`config.mk`:
```
export PLATFORM = sky130hd
export DESIGN_NAME = misalign_splitter
export DESIGN_NICKNAME = d
export VERILOG_FILES = /design/src/rtl/mas_pkg.sv /design/src/rtl/mas_rst_sync.sv /design/src/rtl/mas_planner.sv /design/src/rtl/mas_seq.sv /design/src/rtl/mas_lane.sv /design/src/rtl/misalign_splitter.sv
export SDC_FILE = /design/constraint.sdc
export NUM_CORES = 1
export LEC_CHECK = 0
export CAP_MARGIN = 20
export CORE_UTILIZATION = 41
export CTS_CLUSTER_SIZE = 30
export DETAILED_ROUTE_END_ITERATION = 16
export GPL_ROUTABILITY_DRIVEN = 0
export GPL_TIMING_DRIVEN = 0
export HOLD_SLACK_MARGIN = 0.1
export PLACE_DENSITY = 0.75
export SYNTH_ARGS = -nofsm -noshare
export SYNTH_HDL_FRONTEND = slang
export SYNTH_SLANG_ARGS = --single-unit
```
`constraint.sdc`:
```
create_clock -name clk -period 13.6 [get_ports clk]
set_input_delay 2.72 -clock clk [delete_from_list [all_inputs] [get_ports clk]]
set_output_delay 2.72 -clock clk [all_outputs]
set_load 0.005 [all_outputs]
```
`src/rtl/mas_pkg.sv`:
```
package mas_pkg;
  localparam int DW = 32;
  localparam int BW = $clog2(DW / 8) + 1;
  localparam int MAX_PIECES = 3;

  localparam logic [1:0] SZ_BYTE = 2'd0;
  localparam logic [1:0] SZ_WORD = 2'd1;
  localparam logic [1:0] SZ_LONG = 2'd2;

  typedef struct packed {
    logic [1:0]                  count;
    logic [MAX_PIECES-1:0][1:0]  psz;
  } plan_t;

  function automatic logic [BW-1:0] size_bytes(input logic [1:0] sz);
    case (sz)
      SZ_WORD: size_bytes = BW'(2);
      SZ_LONG: size_bytes = BW'(4);
      default: size_bytes = BW'(1);
    endcase
  endfunction

  function automatic logic [1:0] pick_size(input plan_t p, input logic [1:0] idx);
    case (idx)
      2'd0:    pick_size = p.psz[0];
      2'd1:    pick_size = p.psz[1];
      default: pick_size = p.psz[2];
    endcase
  endfunction
endpackage

```
`src/rtl/mas_rst_sync.sv`:
```
module mas_rst_sync (
  input  logic clk,
  input  logic rst_n,
  output logic rst_sync_n
);
  logic [1:0] sync_q;

  always_ff @(posedge clk or negedge rst_n) begin
    if (!rst_n) sync_q <= 2'b00;
    else        sync_q <= {sync_q[0], 1'b1};
  end

  assign rst_sync_n = sync_q[1];
endmodule

```
`src/rtl/mas_planner.sv`:
```
module mas_planner
  import mas_pkg::*;
(
  input  logic [1:0] addr_lo,
  input  logic [1:0] size,
  output plan_t      plan
);
  always_comb begin
    plan        = '0;
    plan.count  = 2'd1;
    plan.psz[0] = SZ_BYTE;
    case (size)
      SZ_WORD: begin
        if (addr_lo[0]) begin
          plan.count  = 2'd2;
          plan.psz[0] = SZ_BYTE;
          plan.psz[1] = SZ_BYTE;
        end else begin
          plan.psz[0] = SZ_WORD;
        end
      end
      SZ_LONG: begin
        if (addr_lo[0]) begin
          plan.count  = 2'd3;
          plan.psz[0] = SZ_BYTE;
          plan.psz[1] = SZ_WORD;
          plan.psz[2] = SZ_BYTE;
        end else if (addr_lo[1]) begin
          plan.count  = 2'd2;
          plan.psz[0] = SZ_WORD;
          plan.psz[1] = SZ_WORD;
        end else begin
          plan.psz[0] = SZ_LONG;
        end
      end
      default: begin
        plan.psz[0] = SZ_BYTE;
      end
    endcase
  end
endmodule

```
`src/rtl/mas_seq.sv`:
```
module mas_seq (
  input  logic       clk,
  input  logic       rst_n,
  input  logic       req_valid,
  input  logic       bus_ready,
  input  logic [1:0] count,
  output logic       busy,
  output logic       accept,
  output logic       fire,
  output logic [1:0] idx,
  output logic       done
);
  typedef enum logic {S_IDLE, S_XFER} state_e;

  state_e     state_q, state_n;
  logic [1:0] idx_q, idx_n;
  logic       done_q, done_n;
  logic       last;

  always_comb begin
    state_n = state_q;
    idx_n   = idx_q;
    done_n  = 1'b0;
    accept  = (state_q == S_IDLE) && req_valid;
    fire    = (state_q == S_XFER) && bus_ready;
    last    = (idx_q == (count - 2'd1));
    if (accept) begin
      state_n = S_XFER;
      idx_n   = 2'd0;
    end
    if (fire) begin
      done_n = last;
      if (last) state_n = S_IDLE;
      else      idx_n   = idx_q + 2'd1;
    end
  end

  always_ff @(posedge clk or negedge rst_n) begin
    if (!rst_n) begin
      state_q <= S_IDLE;
      idx_q   <= 2'd0;
      done_q  <= 1'b0;
    end else begin
      state_q <= state_n;
      idx_q   <= idx_n;
      done_q  <= done_n;
    end
  end

  assign busy = (state_q == S_XFER);
  assign idx  = idx_q;
  assign done = done_q;
endmodule

```
`src/rtl/mas_lane.sv`:
```
module mas_lane
  import mas_pkg::*;
(
  input  logic          clk,
  input  logic          rst_n,
  input  logic          load,
  input  logic          fire,
  input  logic [DW-1:0] wdata_in,
  input  logic [BW-1:0] op_bytes,
  input  logic [BW-1:0] piece_bytes,
  input  logic [DW-1:0] rdata_in,
  output logic [DW-1:0] piece_wdata,
  output logic [DW-1:0] acc,
  output logic [BW-1:0] offset
);
  logic [DW-1:0] wdata_q, acc_q, acc_n, mask;
  logic [BW-1:0] offset_q, offset_n, rest_bytes;
  logic          wdata_en, acc_en;

  always_comb begin
    if (piece_bytes >= BW'(DW / 8)) mask = '1;
    else mask = (DW'(1) << {piece_bytes, 3'b000}) - DW'(1);
    rest_bytes  = op_bytes - offset_q - piece_bytes;
    piece_wdata = (wdata_q >> {rest_bytes, 3'b000}) & mask;
  end

  always_comb begin
    wdata_en = load;
    acc_en   = load | fire;
    acc_n    = acc_q;
    offset_n = offset_q;
    if (load) begin
      acc_n    = '0;
      offset_n = '0;
    end else if (fire) begin
      acc_n    = (acc_q << {piece_bytes, 3'b000}) | (rdata_in & mask);
      offset_n = offset_q + piece_bytes;
    end
  end

  always_ff @(posedge clk or negedge rst_n) begin
    if (!rst_n) begin
      wdata_q  <= '0;
      acc_q    <= '0;
      offset_q <= '0;
    end else begin
      if (wdata_en) wdata_q  <= wdata_in;
      if (acc_en)   acc_q    <= acc_n;
      if (acc_en)   offset_q <= offset_n;
    end
  end

  assign acc    = acc_q;
  assign offset = offset_q;
endmodule

```
`src/rtl/misalign_splitter.sv`:
```
module misalign_splitter
  import mas_pkg::*;
#(
  parameter int AW = 32
) (
  input  logic          clk,
  input  logic          rst_n,
  input  logic          req_valid,
  output logic          req_ready,
  input  logic [AW-1:0] req_addr,
  input  logic [1:0]    req_size,
  input  logic          req_write,
  input  logic [31:0]   req_wdata,
  output logic          bus_valid,
  input  logic          bus_ready,
  output logic [AW-1:0] bus_addr,
  output logic [1:0]    bus_size,
  output logic          bus_write,
  output logic [31:0]   bus_wdata,
  input  logic [31:0]   bus_rdata,
  output logic          done,
  output logic [31:0]   rdata,
  output logic [1:0]    rd_count,
  output logic [1:0]    wr_count
);
  logic          rst_i_n;
  plan_t         plan_in, plan_q;
  logic [AW-1:0] addr_q;
  logic [1:0]    size_q;
  logic          write_q;
  logic [1:0]    rd_q, wr_q;
  logic          busy, accept, fire;
  logic [1:0]    idx;
  logic [1:0]    piece_sz;
  logic [BW-1:0] op_bytes, piece_bytes, offset;
  logic [DW-1:0] piece_wdata, acc;

  mas_rst_sync u_rst (
    .clk        (clk),
    .rst_n      (rst_n),
    .rst_sync_n (rst_i_n)
  );

  mas_planner u_plan (
    .addr_lo (req_addr[1:0]),
    .size    (req_size),
    .plan    (plan_in)
  );

  mas_seq u_seq (
    .clk       (clk),
    .rst_n     (rst_i_n),
    .req_valid (req_valid),
    .bus_ready (bus_ready),
    .count     (plan_q.count),
    .busy      (busy),
    .accept    (accept),
    .fire      (fire),
    .idx       (idx),
    .done      (done)
  );

  always_ff @(posedge clk or negedge rst_i_n) begin
    if (!rst_i_n) begin
      plan_q  <= '0;
      addr_q  <= '0;
      size_q  <= SZ_BYTE;
      write_q <= 1'b0;
      rd_q    <= 2'd0;
      wr_q    <= 2'd0;
    end else if (accept) begin
      plan_q  <= plan_in;
      addr_q  <= req_addr;
      size_q  <= req_size;
      write_q <= req_write;
      rd_q    <= req_write ? 2'd0 : plan_in.count;
      wr_q    <= req_write ? plan_in.count : 2'd0;
    end
  end

  always_comb begin
    piece_sz    = pick_size(plan_q, idx);
    piece_bytes = size_bytes(piece_sz);
    op_bytes    = size_bytes(size_q);
  end

  mas_lane u_lane (
    .clk         (clk),
    .rst_n       (rst_i_n),
    .load        (accept),
    .fire        (fire),
    .wdata_in    (req_wdata),
    .op_bytes    (op_bytes),
    .piece_bytes (piece_bytes),
    .rdata_in    (bus_rdata),
    .piece_wdata (piece_wdata),
    .acc         (acc),
    .offset      (offset)
  );

  assign req_ready = ~busy;
  assign bus_valid = busy;
  assign bus_addr  = addr_q + AW'(offset);
  assign bus_size  = piece_sz;
  assign bus_write = write_q;
  assign bus_wdata = write_q ? piece_wdata : '0;
  assign rdata     = acc;
  assign rd_count  = rd_q;
  assign wr_count  = wr_q;
endmodule

```
Word-level counts from Yosys, hierarchy flattened
Cells that the tools add are included.
{ "op_classes": {"add_sub_neg": 7, "n_bitwise": 5, "muxes": 28, "n_reduce_logical": 5, "n_eq_ne": 8, "n_shift": 3, "n_lt_le_gt_ge": 1} }
{ "op_table": {"columns": ["operator", "n"], "rows": [
  ["2-to-1 mux 32 bit", 4],
  ["bitwise AND 32 bit", 2],
  ["adder 32 x 3 -> 32 bit", 1],
  ["OR 32 bit", 1],
  ["<< shifter 1 x 6 -> 32 bit, first input constant", 1],
  ["<< shifter 32 x 6 -> 32 bit", 1],
  [">> shifter 32 x 6 -> 32 bit", 1],
  ["subtractor 32 x 2 -> 32 bit, second input constant", 1],
  ["2-to-1 mux 2 bit", 10],
  ["one-hot mux 2 bit (2 select lines)", 3],
  ["one-hot mux 3 bit (2 select lines)", 2],
  ["2-to-1 mux 3 bit", 3],
  ["== test 2 x 1 -> 1 bit, second input constant", 4],
  ["== test 2 bit, second input constant", 3],
  ["2-to-1 mux 1 bit", 6],
  ["subtractor 3 bit", 2],
  ["adder 3 bit", 1],
  [">= comparator 3 bit, second input constant", 1],
  ["adder 2 x 1 -> 2 bit, second input constant", 1],
  ["== test 2 bit", 1],
  ["logical AND 1 bit", 2],
  ["zero test 2 bit", 1],
  ["AND reduction 2 bit", 1],
  ["nonzero test 2 bit", 1],
  ["other kinds (3)", 3]
]} }
{ "word_totals": {"input_bits": 103, "register_bits": 118, "word_cells": 72} }

Logic depth before layout (Yosys ltp)
Gate-level depths: netlist of run 1.
{ "depth": {"word_depth": 11, "depth_mapped": 14, "mapped_depth_nobuf": 12} }

Hierarchy
Synthesis of run 1 repeated with hierarchy kept, for this count alone.
{ "hier_totals": {"hier_cells": 699, "hier_area_um2": 7307.0} }
{ "by_module_without_submodules": {"columns": ["module", "cells_per_inst", "n_inst", "area_per_inst_um2"], "rows": [
  ["mas_lane", 400, 1, 4139.0],
  ["misalign_splitter", 255, 1, 2772.7],
  ["mas_seq", 22, 1, 215.2],
  ["mas_planner", 19, 1, 126.4],
  ["mas_rst_sync", 3, 1, 53.8]
]} }

Worst setup path after synthesis of run 1
Ideal clock, no wire load.
{ "synth_path": {"path_type": "register -> output", "from": "reg u_seq.idx_q[0], in the netlist u_seq.idx[0]", "to": "out bus_wdata[29]", "arrival_ns": 3.792, "path_stages_with_launch": 15, "path_slack_ns": 7.088, "t_required_ns": 10.880, "path_cell_list": "dfrtp_1 -> inv_1 -> ha_1 -> and2_1 -> ha_1 -> clkbuf_1 -> clkbuf_1 -> inv_1 -> fa_1 -> fa_1 -> xnor3_1 -> xnor2_2 -> nand4b_2 -> buf_4 -> nor3b_2"} }
{ "synth_via": {"elab_chain_len": 9, "elab_cells_between_ends": 14} }
{ "synth_lines": {"columns": ["element", "line_no", "source"], "rows": [
  ["from (decl)", "mas_seq.sv:16", "logic [1:0] idx_q, idx_n;"],
  ["from (signal assigned)", "mas_seq.sv:45", "idx_q <= idx_n;"],
  ["== test 2 x 1 -> 1 bit or zero test 2 bit (tied branches)", "mas_pkg.sv:24", "case (idx)"],
  ["one-hot mux 2 bit (2 select lines) *", "mas_pkg.sv:24", null],
  ["net bus_size[1]", "misalign_splitter.sv:17", "output logic [1:0] bus_size,"],
  ["== test 2 bit or == test 2 x 1 -> 1 bit (tied branches)", "mas_pkg.sv:16", "case (sz)"],
  ["one-hot mux 3 bit (2 select lines) *", "mas_pkg.sv:16", null],
  ["<< shifter 1 x 6 -> 32 bit", "mas_lane.sv:22", "else mask = (DW'(1) << {piece_bytes, 3'b000}) - DW'(1);"],
  ["subtractor 32 x 2 -> 32 bit", "mas_lane.sv:22", null],
  ["2-to-1 mux 32 bit", "mas_lane.sv:21", "if (piece_bytes >= BW'(DW / 8)) mask = '1;"],
  ["bitwise AND 32 bit *", "mas_lane.sv:24", "piece_wdata = (wdata_q >> {rest_bytes, 3'b000}) & mask;"],
  ["2-to-1 mux 32 bit *", "misalign_splitter.sv:106", "assign bus_wdata = write_q ? piece_wdata : '0;"],
  ["to (decl)", "misalign_splitter.sv:19", "output logic [31:0] bus_wdata,"]
]} }
The timed path passes the listed nets; every way through them passes the cells marked *.

Final worst setup path of run 1
{ "layout_path": {"from": "reg u_seq.idx_q[0], in the netlist u_seq.idx[0]", "to": "out bus_wdata[7]"} }
{ "layout_via": {"elab_chain_len": 9, "elab_cells_between_ends": 14} }
{ "layout_lines": {"columns": ["element", "line_no"], "rows": [
  ["== test 2 x 1 -> 1 bit or zero test 2 bit (tied branches)", "mas_pkg.sv:24"],
  ["one-hot mux 2 bit (2 select lines) *", "mas_pkg.sv:24"],
  ["== test 2 bit or == test 2 x 1 -> 1 bit (tied branches)", "mas_pkg.sv:16"],
  ["one-hot mux 3 bit (2 select lines) *", "mas_pkg.sv:16"],
  ["<< shifter 1 x 6 -> 32 bit", "mas_lane.sv:22"],
  ["subtractor 32 x 2 -> 32 bit", "mas_lane.sv:22"],
  ["2-to-1 mux 32 bit", "mas_lane.sv:21"],
  ["bitwise AND 32 bit *", "mas_lane.sv:24"],
  ["2-to-1 mux 32 bit *", "misalign_splitter.sv:106"]
]} }
Mark *: on every way between the ends. The rest lies on a longest branch, timed or not.

==> impl_metrics.py, run 1 <==
metrics = {
    "worst_setup_path": {
        "cp-start-kind": "flip-flop",
        "worst-path-max-fanout": 10,
        "cp-end-kind": "primary output",
        "crit_arrival_ns": 5.70,
        "path_class": "flip-flop to primary output",
        "critPathRequiredTime_ns": 10.88,
    },
    "clock_network": {
        "cts_sinks": 117,
        "cts.clk_slew.worst_paths_ns": 0.06,
        "clock_latency_ns": 0.41,
        "root_buffer": "clkbuf_16",
        "hold_buffers": 0,
        "cts_tree": "yes",
        "ctsResizeCount": 0,
        "cts_made_buffers": 17,
        "clockBufferDepth": 2,
        "cts_htree_levels": 4,
        "post-cts-setup-buffers": 0,
    },
    "sta": {
        "slew_headroom": 0.511,
        "setup_violations": 0,
        "tightest_slew_ns": 0.733,
        "setup_tns_ns": 0,
        "max_freq_mhz": 119,
        "rsz0062_at_grt": "no",
        "maxSlewViolCount": 0,
        "hold_viol_final": 0,
        "hold-worst-slack_ns": 0.351,
        "finClkSkew_ns": 0.00719,
        "period_share": 0.619,
        "period_needed_ns": 8.42,
    },
    "final_layout": {
        "nets": 1105,
        "area_delta_synth_final_pct": 45.2,
        "final_util": 0.618,
        "drive_gt1_frac": 0.0563,
        "final_cell_count_no_fill": 1206,
        "n_antenna_cell": 0,
    },
    "synth": {
        "yosysTopAreaCell": "dfrtp_1",
        "ys_async_sr_fraction": 1.00,
        "synth.area.top_cells": "dfrtp_1 (45%), nand2_1 (14%), mux2i_1 (5.0%)",
        "yosysMostFrequentCell": "nand2_1",
        "synth_edf_count": 0,
        "synth_flop_cell": "dfrtp_1",
        "yosys-top-cells-count": "nand2_1 (240), dfrtp_1 (117), clkbuf_1 (35), nor2_1 (35), mux2i_1 (33)",
        "syn_area_sq_um": 6570,
        "synth_top_area_share": 0.446,
        "synth_cell_types": 46,
        "synthesis.nets": 877,
        "ys_seq_area_frac": 0.446,
        "synth.avg_cell_area_sq_um": 8.71,
        "ys.warnings.count": 0,
        "ys_ff_latch": 117,
        "syn_inst": 754,
    },
    "power": {
        "total_power_mw": 2.35,
        "switching_share": 0.419,
        "switchingPower_mw": 0.983,
        "power.density_nw_per_um2": 246,
        "vdd_drop_max_mv": 0.191,
        "power_frac_comb": 0.522,
        "power_frac_seq": 0.284,
        "p_clk_frac": 0.194,
        "leakage_nw": 4.33,
        "p_int_mw": 1.37,
    },
    "placement": {
        "port_buffers": 208,
        "hpwl_um": 14600,
        "placed_cells": 1174,
    },
    "routing": {
        "num_vias": 6365,
        "antenna_left": 0,
        "routedWlPerCell_um": 17.1,
        "wl_um": 20600,
        "first_pass_iters": 5,
        "vias_per_cell": 5.28,
        "post-route-drc-count": 0,
        "drt_iter0_drc": 490,
    },
    "floorplan": {
        "num_rows": 45,
        "die_h_um": 129,
        "core-area_sq_um": 15400,
        "die_width_um": 129,
        "die_area_sq_um": 16500,
        "ioPinCount": 209,
        "initial_utilization": 0.426,
    },
    "job": {
        "maxCapViolCount": 0,
    },
    "global_route": {
        "grt_pass1_vias": 6323,
        "grt_pass1_wl_um": 32900,
        "antenna_found_initial": 0,
        "globalRouteTotalUtil": 0.260,
        "grt_max_degree": 65,
        "grt-ovfl-total": 0,
    },
    "hold_path": {
        "hold_class": "flip-flop to flip-flop",
    },
    "outcome": {
        "status": "complete, no violations",
    },
}
cells by family (layout without fill, tap and decap cells):
family	count (synthesis)	count (layout)	synth area share
AOI/OAI and AO/OA	127	127	0.129
xor gates and xnor gates	35	35	0.0499
adders and majority gates	20	20	0.0427
buffers and inverters	67	308	0.0396
DFF	117	117	0.446
muxes	42	42	0.0657
other	1	1	0.000571
and+or+nand+nor	345	345	0.227
cell type report:
class	instances	area, sq um
timing repair buffer	209	2110
tap	211	264
clock inverter	15	168
multi-input combinational	570	3380
buffer	46	181
fill	1359	5890
sequential	117	2930
inverter	21	78.8
clock buffer	17	425
metal layers:
metal  wire, um  vias to the layer above  part of all wire  GRT usage
li1           -                     3010                 -          -
met1       8750                     3078              0.43      0.341
met2       9990                      261              0.49      0.424
met3       1660                       16             0.081     0.0753
met4        187                        0            0.0091     0.0616
met5          0                        -                 0          0
flip-flops by register name (all words and copies together) (netlist names):
register        flops
plan_q              5
u_lane.offset       3
u_seq.idx           2
bus_write           1
wr_count            2
u_lane.wdata_q     32
rd_count            2
addr_q             32
u_lane.acc         32
u_seq.busy          1
u_seq.done          1
u_rst.sync_q        2
size_q              2
critical path, stage by stage, from the launching register on:
cell and delay, ns:
dfrtp_1 0.41, inv_1 0.10, ha_1 0.22, a22oi_1 0.36, ha_1 0.25, clkbuf_1 0.28
clkbuf_1 0.54, inv_1 0.26, fa_1 0.48, fa_1 0.42, xnor3_1 0.39, xnor2_2 0.21
nand3_1 0.40, a211oi_1 0.40, clkdlybuf4s50_1 0.56
power by group through the flow:
stage	Clock, mW	Sequential [mW]	Combinational, mW
after floorplan	0	0.621	0.734
after global placement	0	0.662	1.19
after detailed placement	0	0.664	1.21
after CTS	0.461	0.663	1.22
after global routing	0.478	0.689	1.34
final	0.456	0.668	1.23
cells in the final DEF (no fill, tap or decap), drive strengths merged, types with 12 or more instances in the layout:
cell type      instances
nand2                240
clkdlybuf4s50        208
dfrtp                117
clkbuf                52
nor2                  35
mux2i                 33
o21ai                 31
inv                   29
a21oi                 27
a22o                  19
xor2                  17
a211oi                17
xnor2                 17
o22ai                 16
ha                    16
buf                   12
metrics by stage:
step	instance area, sq um	setup WS (ns)
after floorplan	6570	7.09
after global placement	8910	5.79
after detailed placement	8940	5.73
after CTS	9540	5.25
after global routing	9540	4.86
final	9540	5.18
final timing paths:
path	start	end	slack, ns	cells after the start
worst max-delay path	u_seq.idx[0]$_DFF_PN0_	bus_wdata[7]	5.18	14
worst min-delay path	u_rst.sync_q[0]$_DFF_PN0_	u_rst.sync_q[1]$_DFF_PN0_	0.35	0
min in group asynchronous	u_rst.sync_q[1]$_DFF_PN0_	addr_q[6]$_DFFE_PN0P_	0.39	0
worst max register to register	u_seq.idx[0]$_DFF_PN0_	u_lane.acc[21]$_DFFE_PN0P_	10.46	9
max in group asynchronous	rst_n	u_rst.sync_q[1]$_DFF_PN0_	11.00	1
worst min register to register	u_rst.sync_q[0]$_DFF_PN0_	u_rst.sync_q[1]$_DFF_PN0_	0.35	0
No activity file was read; power rests on OpenSTA's default activity.
==> inputs of run 2 (changes only) <==
Settings changed: PLACE_DENSITY 0.75 to 0.78.
Clock period 13.6 ns to 7.55 ns, I/O delays scaled along.
==> impl_metrics.py, run 2 (synthesis gave the netlist of run 1 again) <==
metrics = {
    "outcome": {
        "status": "complete, no violations",
    },
    "final_layout": {
        "multi_input_area_sq_um": 3380,
        "layout_commonest_cell": "nand2_1",
        "drive_gt1_frac": 0.0553,
        "n_fill_cell": 1308,
        "layout_common_cells": "nand2_1 (240), clkdlybuf4s50_1 (208), dfrtp_1 (116), clkbuf_1 (36), nor2_1 (35)",
        "nets": 1105,
        "final_cell_area_sq_um": 9600,
        "seqCellArea_sq_um": 2930,
        "area_delta_synth_final_pct": 46.2,
        "n_antenna_cell": 0,
    },
    "worst_setup_path": {
        "critPathRequiredTime_ns": 6.04,
        "r2r_slack_ns": 4.48,
        "cp-start-kind": "flip-flop",
        "path_class": "flip-flop to primary output",
        "rr_worst_depth": 9,
        "worst-path-max-fanout": 10,
        "crit_arrival_ns": 5.68,
        "r2r_end": "u_lane.acc[22]$_DFFE_PN0P_",
        "r2r_start": "u_seq.idx[0]$_DFF_PN0_",
        "cp-end-kind": "primary output",
    },
    "placement": {
        "port_buffers": 208,
        "place_area_sq_um": 8940,
        "hpwl_um": 14500,
    },
    "power": {
        "leakage_nw": 4.36,
        "p_clk_frac": 0.211,
        "switching_share": 0.406,
        "power.density_nw_per_um2": 448,
        "vdd_drop_max_mv": 0.302,
        "p_int_mw": 2.56,
        "total_power_mw": 4.30,
        "power_frac_seq": 0.277,
        "switchingPower_mw": 1.75,
        "power_frac_comb": 0.512,
    },
    "clock_network": {
        "clock_latency_ns": 0.42,
        "cts_made_buffers": 17,
        "cts_htree_levels": 4,
        "ctsResizeCount": 0,
        "cts_tree": "yes",
        "root_buffer": "clkbuf_16",
        "clockBufferDepth": 2,
        "hold_buffers": 0,
        "cts_sinks": 117,
        "post-cts-setup-buffers": 0,
        "cts.clk_slew.worst_paths_ns": 0.06,
    },
    "routing": {
        "num_vias": 6350,
        "dr_wl_met3_um": 1440,
        "routedWlPerCell_um": 16.9,
        "drt_iter0_drc": 507,
        "vias_per_cell": 5.27,
        "highest_layer": "met4",
        "first_pass_iters": 7,
        "wl_met1_um": 8770,
        "wl_um": 20400,
        "post-route-drc-count": 0,
        "antenna_left": 0,
        "wl_met2_um": 9760,
    },
    "sta": {
        "max_freq_mhz": 139,
        "finClkSkew_ns": 0.00498,
        "period_share": 0.952,
        "maxSlewViolCount": 0,
        "setup_tns_ns": 0,
        "hold_viol_final": 0,
        "slew_headroom": 0.520,
        "setup_violations": 0,
        "period_needed_ns": 7.19,
        "rsz0062_at_grt": "no",
        "tightest_slew_ns": 0.721,
    },
    "global_route": {
        "grt-ovfl-total": 0,
        "grt_pass1_vias": 6160,
        "grt_max_degree": 66,
        "globalRouteTotalUtil": 0.255,
        "grt_pass1_wl_um": 32100,
        "antenna_found_initial": 0,
    },
    "hold_path": {
        "hold_class": "flip-flop to flip-flop",
        "hold_depth": 0,
        "min_to": "u_rst.sync_q[1]$_DFF_PN0_",
        "hp-start": "u_rst.sync_q[0]$_DFF_PN0_",
    },
    "floorplan": {
        "num_rows": 45,
        "initial_utilization": 0.426,
        "die_area_sq_um": 16500,
        "ioPinCount": 209,
        "core-area_sq_um": 15400,
        "die_width_um": 129,
        "die_h_um": 129,
    },
    "job": {
        "maxCapViolCount": 0,
    },
}
[run 2: cell types whose count changed in the layout (fill, tap and decap cells not counted)]
cell / previous run / this run
inv_8: 1 / 0
bufinv_16: 2 / 5
inv_6: 7 / 4
clkinv_4: 0 / 3
clkinvlp_4: 4 / 1
clkbuf_1: 35 / 36
[run 2: metal layers]
metal / global-route usage / vias up
li1: - / 3015
met5: 0 / -
met4: 0.0886 / 0
met3: 0.0603 / 36
met1: 0.333 / 3026
met2: 0.414 / 273
[run 2: worst max path at each step]
| stage | start | to | slack, ns |
|---|---|---|---|
| after floorplan | u_seq.idx[0]$_DFF_PN0_ | bus_wdata[29] | 2.25 |
| after global placement | u_seq.idx[0]$_DFF_PN0_ | bus_wdata[7] | 0.91 |
| after detailed placement | u_seq.idx[0]$_DFF_PN0_ | bus_wdata[7] | 0.84 |
| after CTS | u_seq.idx[0]$_DFF_PN0_ | bus_wdata[7] | 0.35 |
| after global routing | u_seq.idx[0]$_DFF_PN0_ | bus_wdata[7] | 0.04 |
| final | u_seq.idx[0]$_DFF_PN0_ | bus_wdata[7] | 0.36 |
[run 2: power groups by stage]
stage / clock network [mW] / logic, mW / registers [mW]
finish: 0.907 / 2.20 / 1.19
global route: 0.945 / 2.42 / 1.23
CTS: 0.911 / 2.21 / 1.19
detailed placement: 0 / 2.17 / 1.19
global placement: 0 / 2.14 / 1.19
floorplan: 0 / 1.32 / 1.12
[run 2: final cells by class]
class                   count  share of cell area
inverters                  21             0.00821
clock buffers              18              0.0447
clock inverters            14              0.0233
repair buffers            209               0.220
multi-input cells         570               0.352
flip-flops and latches    117               0.305
well taps                 211              0.0275
plain buffers              46              0.0189
[run 2: per-stage QoR]
| stage | hold slack, ns | worst slack, ns | std cells | utilization |
|---|---|---|---|---|
| floorplan | 0.331 | 2.25 | 754 | - |
| global placement | 0.337 | 0.913 | 1173 | 0.578 |
| global route | 0.375 | 0.0352 | 1206 | 0.622 |
| detailed placement | 0.345 | 0.837 | 1174 | 0.580 |
| CTS | 0.358 | 0.348 | 1206 | 0.622 |
| finish | 0.357 | 0.362 | 1206 | 0.622 |
[run 2: critical path: stages, from the launching register on]
cell and delay [ns]:
dfrtp_1 0.39, inv_1 0.08, ha_1 0.21, a22oi_1 0.34, ha_1 0.23, clkbuf_1 0.29, clkbuf_1 0.56, inv_1 0.26
fa_1 0.47, fa_1 0.42, xnor3_1 0.39, xnor2_2 0.20, nand3_1 0.37, a211oi_1 0.47, clkdlybuf4s50_1 0.57
==> inputs of run 3 (changes only) <==
Settings changed: PLACE_DENSITY 0.78 to 0.76, SYNTH_HIERARCHICAL from default to 1.
==> impl_metrics.py, run 3 <==
metrics = {
    "floorplan": {
        "die_area_sq_um": 18400,
        "core-area_sq_um": 17400,
        "die_h_um": 136,
        "initial_utilization": 0.421,
        "num_rows": 48,
        "die_width_um": 136,
        "ioPinCount": 209,
    },
    "global_route": {
        "grt_max_degree": 49,
        "grt_pass1_vias": 6211,
        "grt_pass1_wl_um": 32100,
        "grt-ovfl-total": 0,
        "globalRouteTotalUtil": 0.229,
        "antenna_found_initial": 0,
    },
    "placement": {
        "port_buffers": 208,
        "hpwl_um": 15300,
        "place_area_sq_um": 9730,
        "place_ws_ns": 0.877,
    },
    "final_layout": {
        "layout_commonest_cell": "clkdlybuf4s50_1",
        "area_delta_synth_final_pct": 40.7,
        "final_cell_area_sq_um": 10300,
        "seqCellArea_sq_um": 3010,
        "nets": 1054,
        "layout_common_cells": "clkdlybuf4s50_1 (208), dfrtp_1 (119), mux2_2 (77), mux2i_1 (57), nor2_1 (47)",
        "multi_input_area_sq_um": 3990,
        "n_antenna_cell": 0,
        "n_fill_cell": 1471,
        "drive_gt1_frac": 0.160,
    },
    "synth": {
        "yosysMostFrequentCell": "dfrtp_1",
        "ys_ff_latch": 120,
        "synth_flop_cell": "dfrtp_1",
        "synth.area.top_cells": "dfrtp_1 (41%), mux2_2 (12%), mux2i_1 (7.8%)",
        "synth_cell_types": 58,
        "ys_async_sr_fraction": 1.00,
        "syn_area_sq_um": 7310,
        "yosys-top-cells-count": "dfrtp_1 (120), mux2_2 (77), mux2i_1 (57)",
        "ys.warnings.count": 6,
        "synth_top_area_share": 0.411,
        "syn_inst": 699,
        "synth.avg_cell_area_sq_um": 10.5,
        "ys_seq_area_frac": 0.411,
        "synth_edf_count": 0,
        "yosysTopAreaCell": "dfrtp_1",
    },
    "routing": {
        "routedWlPerCell_um": 17.4,
        "post-route-drc-count": 0,
        "wl_um": 20300,
        "vias_per_cell": 5.31,
        "drt_iter0_drc": 443,
        "antenna_left": 0,
        "num_vias": 6192,
        "first_pass_iters": 5,
    },
    "worst_setup_path": {
        "worst-path-max-fanout": 10,
        "crit_chain": "mux2i_1 -> o21a_1 -> inv_1 -> ha_1 -> buf_2 -> inv_1 -> fa_1 -> inv_1 -> ha_1 -> or2_2 -> fa_1 -> xnor2_1 -> xnor2_2 -> mux2i_1 -> a211oi_1 -> and2_1 -> clkdlybuf4s50_1",
        "crit_family": "adder cells",
        "slowest_stage": "mux2i_1",
        "slowest_delay_ns": 0.81,
        "critPathMostFrequentCell": "inv_1",
        "critPathRequiredTime_ns": 6.04,
        "cp-start-kind": "flip-flop",
        "cp-end-kind": "primary output",
        "worst-path-buf-inv": 5,
        "path_class": "flip-flop to primary output",
        "crit_arrival_ns": 5.62,
    },
    "sta": {
        "finClkSkew_ns": 0.00513,
        "max_freq_mhz": 140,
        "period_share": 0.945,
        "fin_ws_ns": 0.416,
        "maxSlewViolCount": 0,
        "period_needed_ns": 7.13,
        "setup_tns_ns": 0,
        "tightest_slew_ns": 0.914,
        "rsz0062_at_grt": "no",
        "setup_violations": 0,
        "slew_headroom": 0.373,
        "hold_viol_final": 0,
        "hold-worst-slack_ns": 0.311,
    },
    "clock_network": {
        "cts_tree": "yes",
        "cts_htree_levels": 4,
        "clock_latency_ns": 0.41,
        "ctsResizeCount": 0,
        "post-cts-setup-buffers": 0,
        "cts.clk_slew.worst_paths_ns": 0.05,
        "cts_sinks": 120,
        "root_buffer": "clkbuf_16",
        "cts_made_buffers": 17,
        "clockBufferDepth": 2,
        "hold_buffers": 0,
    },
    "hold_path": {
        "hold_class": "flip-flop to asynchronous set/reset pin",
    },
    "outcome": {
        "status": "complete, no violations",
    },
    "job": {
        "maxCapViolCount": 0,
    },
}
[run 3: cell types whose count changed after synthesis, sizes merged, moves of 12 or more]
cell	change
nor2	+12
xnor2	+12
nand3	+12
clkbuf	-14
o22ai	-16
nand2	-205
and2	+36
a22o	-18
mux2	+68
mux2i	+24
[run 3: cells by family after synthesis]
family	Yosys count	synth area share
AOI/OAI and AO/OA	102	0.0991
xor gates and xnor gates	38	0.0476
adders and majority gates	21	0.0401
buffers and inverters	70	0.0437
DFF	120	0.411
muxes	134	0.197
other	2	0.00103
and+or+nand+nor	212	0.161
[run 3: worst paths after layout]
path	end	slack, ns	cells after the start	from
setup / recovery	bus_wdata[0]	0.42	17	u_seq/idx[0]$_DFF_PN0_
hold / removal	u_lane/wdata_q[18]$_DFFE_PN0P_	0.31	0	u_rst/sync_q[1]$_DFF_PN0_
setup reg to reg	u_lane/acc[11]$_DFFE_PN0P_	4.25	13	u_seq/idx[0]$_DFF_PN0_
hold reg to reg	u_lane/wdata_q[18]$_DFFE_PN0P_	0.31	0	u_rst/sync_q[1]$_DFF_PN0_
max in group asynchronous	u_rst/sync_q[1]$_DFF_PN0_	6.15	1	rst_n
min in group clk	u_rst/sync_q[1]$_DFF_PN0_	0.38	0	u_rst/sync_q[0]$_DFF_PN0_
[run 3: final cells by class]
class	count	share of cell area
Tap cell	225	0.0274
Timing Repair Buffer	210	0.207
Multi-Input combinational cell	511	0.388
Clock inverter	8	0.00706
Sequential cell	120	0.292
Inverter	27	0.00986
Clock buffer	23	0.0465
Buffer	43	0.0212
[run 3: metrics by stage]
stage / util / std cells
2_1_floorplan: - / 701
3_3_place_gp: 0.558 / 1134
3_5_place_dp: 0.561 / 1136
4_1_cts: 0.592 / 1167
5_1_grt: 0.592 / 1167
6_report: 0.592 / 1167
[run 3: routing by layer]
| metal | GRT usage | vias to the layer above | wire length [um] |
|---|---|---|---|
| met2 | 0.376 | 287 | 9660 |
| met3 | 0.0718 | 29 | 1730 |
| met1 | 0.287 | 2955 | 8550 |
| li1 | - | 2921 | - |
| met5 | 0 | - | 0 |
| met4 | 0.0718 | 0 | 374 |
[run 3: worst reg2reg max path, cell delays in order, from the launching register on]
cell	delay, ns
dfrtp_1	0.46
mux2i_1	0.22
o21a_1	0.16
inv_1	0.06
ha_1	0.36
buf_2	0.29
clkbuf_1	0.40
nand2_1	0.11
ha_1	0.27
or2_2	0.29
clkbuf_1	0.19
nand2_1	0.13
o211ai_1	0.09
o211a_1	0.17
Power of run 3 is not shown: default switching activity piles up to over one toggle a cycle in this logic, so the estimate is an artifact.
